`src/rtl/usbdev_state_ctl.sv`:
```
module usbdev_state_ctl #(
  parameter int NUM_EP = 8,
  parameter int CNT_W  = 8
) (
  input  logic              clk,
  input  logic              rst_n,
  input  logic              wr_valid,
  input  logic [1:0]        wr_sel,
  input  logic [NUM_EP-1:0] wr_data,
  input  logic              id_pin,
  input  logic              vbus,
  input  logic              line_se0,
  input  logic [CNT_W-1:0]  se0_limit,
  output logic              dev_idle,
  output logic              pull_dp,
  output logic              pull_dm,
  output logic              ctl_enable,
  output logic              ctl_detach,
  output logic              ctl_frzclk,
  output logic              ctl_lowspeed,
  output logic [NUM_EP-1:0] ep_enable,
  output logic [NUM_EP-1:0] ep_alloc,
  output logic              bus_reset_pulse
);

  localparam logic [NUM_EP-1:0] EP0_ONLY = NUM_EP'(1);
  localparam logic [CNT_W-1:0]  CNT_MAX  = '1;

  logic [CNT_W-1:0] se0_cnt;
  logic             cleanup;
  logic             attach_ok;

  assign cleanup   = dev_idle && line_se0 &&
                     (({1'b0, se0_cnt} + 1'b1) == {1'b0, se0_limit});
  assign attach_ok = dev_idle && !ctl_detach && vbus;
  assign pull_dp   = attach_ok && !ctl_lowspeed;
  assign pull_dm   = attach_ok && ctl_lowspeed;

  always_ff @(posedge clk or negedge rst_n) begin
    if (!rst_n) begin
      dev_idle <= 1'b0;
    end else begin
      dev_idle <= ctl_enable && id_pin;
    end
  end

  always_ff @(posedge clk or negedge rst_n) begin
    if (!rst_n) begin
      se0_cnt         <= '0;
      bus_reset_pulse <= 1'b0;
    end else begin
      bus_reset_pulse <= cleanup;
      if (dev_idle && line_se0) begin
        if (se0_cnt != CNT_MAX) se0_cnt <= se0_cnt + 1'b1;
      end else begin
        se0_cnt <= '0;
      end
    end
  end

  always_ff @(posedge clk or negedge rst_n) begin
    if (!rst_n) begin
      ctl_enable   <= 1'b0;
      ctl_detach   <= 1'b1;
      ctl_frzclk   <= 1'b1;
      ctl_lowspeed <= 1'b0;
      ep_enable    <= EP0_ONLY;
      ep_alloc     <= '0;
    end else if (cleanup) begin
      ctl_frzclk <= 1'b1;
      ctl_detach <= 1'b1;
      ep_enable  <= EP0_ONLY;
      ep_alloc   <= '0;
    end else if (wr_valid) begin
      case (wr_sel)
        2'd0: begin
          ctl_enable   <= wr_data[0];
          ctl_detach   <= wr_data[1];
          ctl_frzclk   <= wr_data[2];
          ctl_lowspeed <= wr_data[3];
        end
        2'd1:    ep_enable <= wr_data | EP0_ONLY;
        2'd2:    ep_alloc  <= wr_data;
        default: ;
      endcase
    end
  end

endmodule


```
`config.mk`:
```
export PLATFORM = sky130hd
export DESIGN_NAME = usbdev_state_ctl
export DESIGN_NICKNAME = d
export VERILOG_FILES = /design/src/rtl/usbdev_state_ctl.sv
export SDC_FILE = /design/constraint.sdc
export NUM_CORES = 1
export LEC_CHECK = 0
export BUFFER_PORTS_ARGS = -buffer_cell sky130_fd_sc_hd__buf_2
export CELL_PAD_IN_SITES_DETAIL_PLACEMENT = 0
export CELL_PAD_IN_SITES_GLOBAL_PLACEMENT = 1
export CORE_UTILIZATION = 35
export CTS_CLUSTER_SIZE = 12
export DETAILED_ROUTE_END_ITERATION = 7
export MAX_ROUTING_LAYER = met4
export PLACE_DENSITY_LB_ADDON = 0.2
export REMOVE_ABC_BUFFERS = 1
export SYNTH_ARGS = -nofsm -noshare
export SYNTH_HDL_FRONTEND = slang
export SYNTH_SLANG_ARGS = --single-unit
```
`constraint.sdc`:
```
create_clock -name clk -period 2.1 [get_ports clk]
set_input_delay 0.21 -clock clk [delete_from_list [all_inputs] [get_ports clk]]
set_output_delay 0.21 -clock clk [all_outputs]
set_load 0.02 [all_outputs]
```
**Word level (Yosys, flattened, before mapping)**

Index checks and enable logic that the tools add are counted.

- Flip-flop bits (word level): 30
- Bits of input ports: 24
- Output and inout bits: 24
- Word-level logic and storage cells: 49

- $add $sub $neg: 2
- Equality and inequality tests: 5
- Mux-type cells: 14
- Bitwise gates (word level): 1
- Reductions and logical operators: 18

Operators by type and width:

| kind | count |
|---|---|
| $mux W8 | 8 |
| $add A8 B1 Y9 const B | 1 |
| $eq A9 B8 Y1 | 1 |
| $add A8 B1 Y8 const B | 1 |
| $ne A8 B8 Y1 const B | 1 |
| $reduce_bool A2 Y1 | 4 |
| $logic_and A1 B1 Y1 | 7 |
| $mux W1 | 6 |
| $reduce_and A2 Y1 | 3 |
| $reduce_and A3 Y1 | 1 |
| $eq A2 B1 Y1 const B | 1 |
| $eq A2 B2 Y1 const B | 1 |
| $logic_not A1 Y1 | 2 |
| $logic_not A2 Y1 | 1 |
| $ne A2 B1 Y1 const B | 1 |
| $not A1 Y1 | 1 |

**Logic depth before layout (Yosys ltp)**

- Depth after elaboration: 5
- Mapped depth: 9
- Mapped depth without buffers: 7

**Worst setup path after synthesis**

No wires, ideal clock.

- Path type: register to register
- Start point: register se0_cnt[0]
- End point: register ep_alloc[2]
- Library setup time: 0.119 ns
- Data arrival time: 2.151 ns
- Data required time: 1.981 ns
- Setup slack: -0.170 ns
- Cell stages (with the launch flop): 8
- Path buffers: 1
- Period minus slack after synthesis: 2.270 ns
- Path through: dfrtp_1 ha_1 xor2_1 or3_1 or3b_1 nor4_4 buf_6 nor2_1

- Cells in the longest elaborated chain, start to end: 5
- Elaborated cells between the ends (all ways): 7
- Classes of those cells: 1 x add/sub; 1 x eq/ne; 1 x mux; 4 x reduce/logical

RTL lines:

| item | line | RTL |
|---|---|---|
| start, declared | 29 | `logic [CNT_W-1:0] se0_cnt;` |
| start signal, assigned | 54 | `if (se0_cnt != CNT_MAX) se0_cnt <= se0_cnt + 1'b1;` |
| $add A8 B1 Y9 * | 34 | `(({1'b0, se0_cnt} + 1'b1) == {1'b0, se0_limit});` |
| $eq A9 B8 Y1 * | 34 |  |
| $logic_and A1 B1 Y1 * | 33 | `assign cleanup = dev_idle && line_se0 &&` |
| $reduce_bool A2 Y1 (no line) | n/a |  |
| $reduce_and A2 Y1 (no line) | n/a |  |
| end signal, assigned | 83 | `2'd2: ep_alloc <= wr_data;` |
| end, declared | 22 | `output logic [NUM_EP-1:0] ep_alloc,` |

Mark *: on every way between the ends. The rest lies on a longest branch, timed or not.
A chain may end at the register's enable or synchronous reset.

**Final worst setup path**

- Start point: register se0_cnt[1]
- End point: register ep_alloc[1]

Same word-level chain as after synthesis.

==> results.cfg <==
[finish]
n_antenna_cell = 0
final_common_cell = buf_2
fin_area_um2 = 2330
layout_common_cells = buf_2 (46), dfrtp_1 (25), buf_4 (22), mux2i_1 (17), nor2_1 (16)
post-route-util_pct = 53.1
drive_above_1_share_pct = 47.3
area_growth_pct = 45.7
fin_nets = 250

[grt]
grt_max_degree = 30
first_global_vias = 1401
track_usage_pct = 18.7
grt_antenna_before_repair = 0
grt_pass1_wl_um = 6930
grt_remaining_overflow = 0

[placed_design]
io_buffers = 46
dpl_cell_area_um2 = 2000
pre_cts_ws_ps = -196
dp_hpwl_um = 2930
gp_congestion = 0.888

[min_path]
min_path_type = input port to flop

[floorplanning]
coreArea_um2 = 4380
die_y_um = 69.6
initial_core_util_pct = 36.4
fp-row-count = 24
die_w_um = 69.6
io_pins = 48
die-area_um2 = 4840

[pwr]
pwr-share-comb_pct = 22.8
pwr-share-seq_pct = 41.1
p_switching_mw = 0.483
power_density_nw_per_um2 = 713
leakage_nw = 1.13
irDropWorstVdd_mv = 0.552
clock_power_share_pct = 36.1
power_switching_share_pct = 29.1
internal_power_mw = 1.18

[outcome]
status = finished, violations left
violations = negative setup slack

[drt]
drc = 0
post_drt_wl_per_cell_um = 15.1
drt_iter0_drc = 63
viasPerCell = 5.08
first_pass_iters = 3
ant_nets = 0
num_vias = 1412
wl_um = 4190

[cts]
cts_tree = built
root_buffer = clkbuf_8
cts_buffers = 5
clock_sinks = 29
cts_max_level = 2
path_clk_slew_ps = 60
cts_buffer_depth = 2
clkLatencyLatePin_ps = 280

[sta]
worst_slew_pin_slew_ps = 658
period_minus_slack_ps = 2160
hold_viol_final = 0
hold_slack_ps = 137
finalClockSkew_ps = 3.06
period_share_pct = 103
timing.fmax_mhz = 463
slew-limit-headroom_pct = 56.1
finalMaxSlewViolations = 0
fin_ws_ps = -61.9
rsz0062_at_grt = yes
setup_viol = 19

[yosys]
synthCells = 151
ys_ff_latch = 29
ys.flop_type = dfrtp_1
ys_types = 44
synth_edf_count = 0
syn_avg_cell_area_um2 = 10.6
yosys_warnings = 0
async_flop_share_pct = 100
synthesis.area_um2 = 1600
synth_seq_area_share_pct = 45.6

[worst_setup_path]
worst_ep_arrival_time_ps = 2330
critPathMaxFanout = 8
critPathKind = flop to flop
cp-start-kind = flop
crit_required_ps = 2270
setup.worst_path.end_class = flop

[job]
max_cap_viol_count = 0
-- logic make-up after synthesis --
logic type | synth area share, %
adders and majority gates | 0.783
AOI/OAI and AO/OA | 11.8
and+or+nand+nor | 20.9
xor gates and xnor gates | 4.93
muxes | 12.1
DFF | 45.6
buffers and inverters | 3.68
other | 0.235
-- power by group through the flow --
| stage | logic [mW] | clock network, mW | registers, mW |
|---|---|---|---|
| 6_report | 0.379 | 0.599 | 0.683 |
| 5_1_grt | 0.413 | 0.646 | 0.695 |
| 4_1_cts | 0.361 | 0.614 | 0.682 |
| 3_5_place_dp | 0.355 | 0 | 0.690 |
| 3_3_place_gp | 0.346 | 0 | 0.686 |
| 2_1_floorplan | 0.113 | 0 | 0.777 |
-- cell usage after synthesis, types with 2 or more instances --
cell | count | area, µm²
and3_1 | 3 | 18.8
buf_2 | 2 | 10.0
o311ai_0 | 2 | 17.5
nand3_1 | 3 | 15.0
mux2_2 | 2 | 22.5
buf_1 | 2 | 7.51
o21ai_0 | 5 | 25.0
a21oi_1 | 5 | 25.0
mux2i_1 | 17 | 170
dfrtp_1 | 27 | 676
xnor2_1 | 6 | 52.6
dfstp_2 | 2 | 52.6
xor2_1 | 3 | 26.3
a211o_1 | 2 | 17.5
buf_4 | 3 | 22.5
nor2_1 | 24 | 90.1
nand3b_1 | 4 | 30.0
nand2_1 | 5 | 18.8
nor3b_1 | 2 | 15.0
nor2b_1 | 6 | 37.5
nor4_1 | 2 | 12.5
nor3_1 | 2 | 10.0
-- layer usage --
layer	GRT usage, %	up-vias	part of all wire, %
met4	5.90	0	1.1
met5	-	-	0
met1	23.7	693	46
met2	29.8	31	50
met3	4.36	6	3.3
li1	-	682	-
-- final cells by class --
class                      count  area (µm²)
fill                         404        2060
multi-input combinational    112         892
sequential                    29         731
timing repair buffer          76         520
clock buffer                   7        86.3
tap                           52        65.1
clock inverter                 1        30.0
inverter                       1        3.75
-- worst max-delay path, stage by stage, from the launching register on --
cell,delay [ps]
dfrtp_1,420
ha_4,260
xor2_1,140
or3_1,330
or3b_4,400
nor4_4,160
buf_6,170
clkbuf_16,150
nor2_1,40
-- what timing repair did --
item	in CTS	in global routing
gates cloned	0	2
buffers inserted	2	5
pin swaps	4	3
endpoints found under the setup margin	19	19
resized for setup	5	21
endpoints found under the hold margin	27	0
hold buffers	1	0
-- registers in the layout, summed over array words and instances (netlist names) --
| register | cells |
|---|---|
| ep_alloc | 8 |
| se0_cnt | 8 |
| ctl_enable | 1 |
| ctl_lowspeed | 1 |
| ep_enable | 7 |
| dev_idle | 1 |
| bus_reset_pulse | 1 |
| ctl_detach | 1 |
| ctl_frzclk | 1 |
-- path summary, 6_finish.rpt --
check	start	cells past startpoint	slack, ps	endpoint
max in group asynchronous	rst_n	2	1140	se0_cnt[5]
worst min-delay path	id_pin	2	140	dev_idle
worst max register to register	se0_cnt[1]	8	-60	ep_alloc[1]
min in group asynchronous	rst_n	2	500	ep_alloc[0]
worst min register to register	ctl_enable	1	510	dev_idle
worst max-delay path	se0_cnt[1]	8	-60	ep_alloc[1]
-- metrics by stage --
stage / power [mW] / std cells / TNS [ps]
after CTS: 1.66 / 271 / -402
after global placement: 1.03 / 260 / -962
after detailed placement: 1.05 / 260 / -1680
final: 1.66 / 278 / -855
after floorplan: 0.891 / 142 / -4400
after global routing: 1.75 / 278 / -2040
Note: power is estimated with default switching activity, not from simulation.
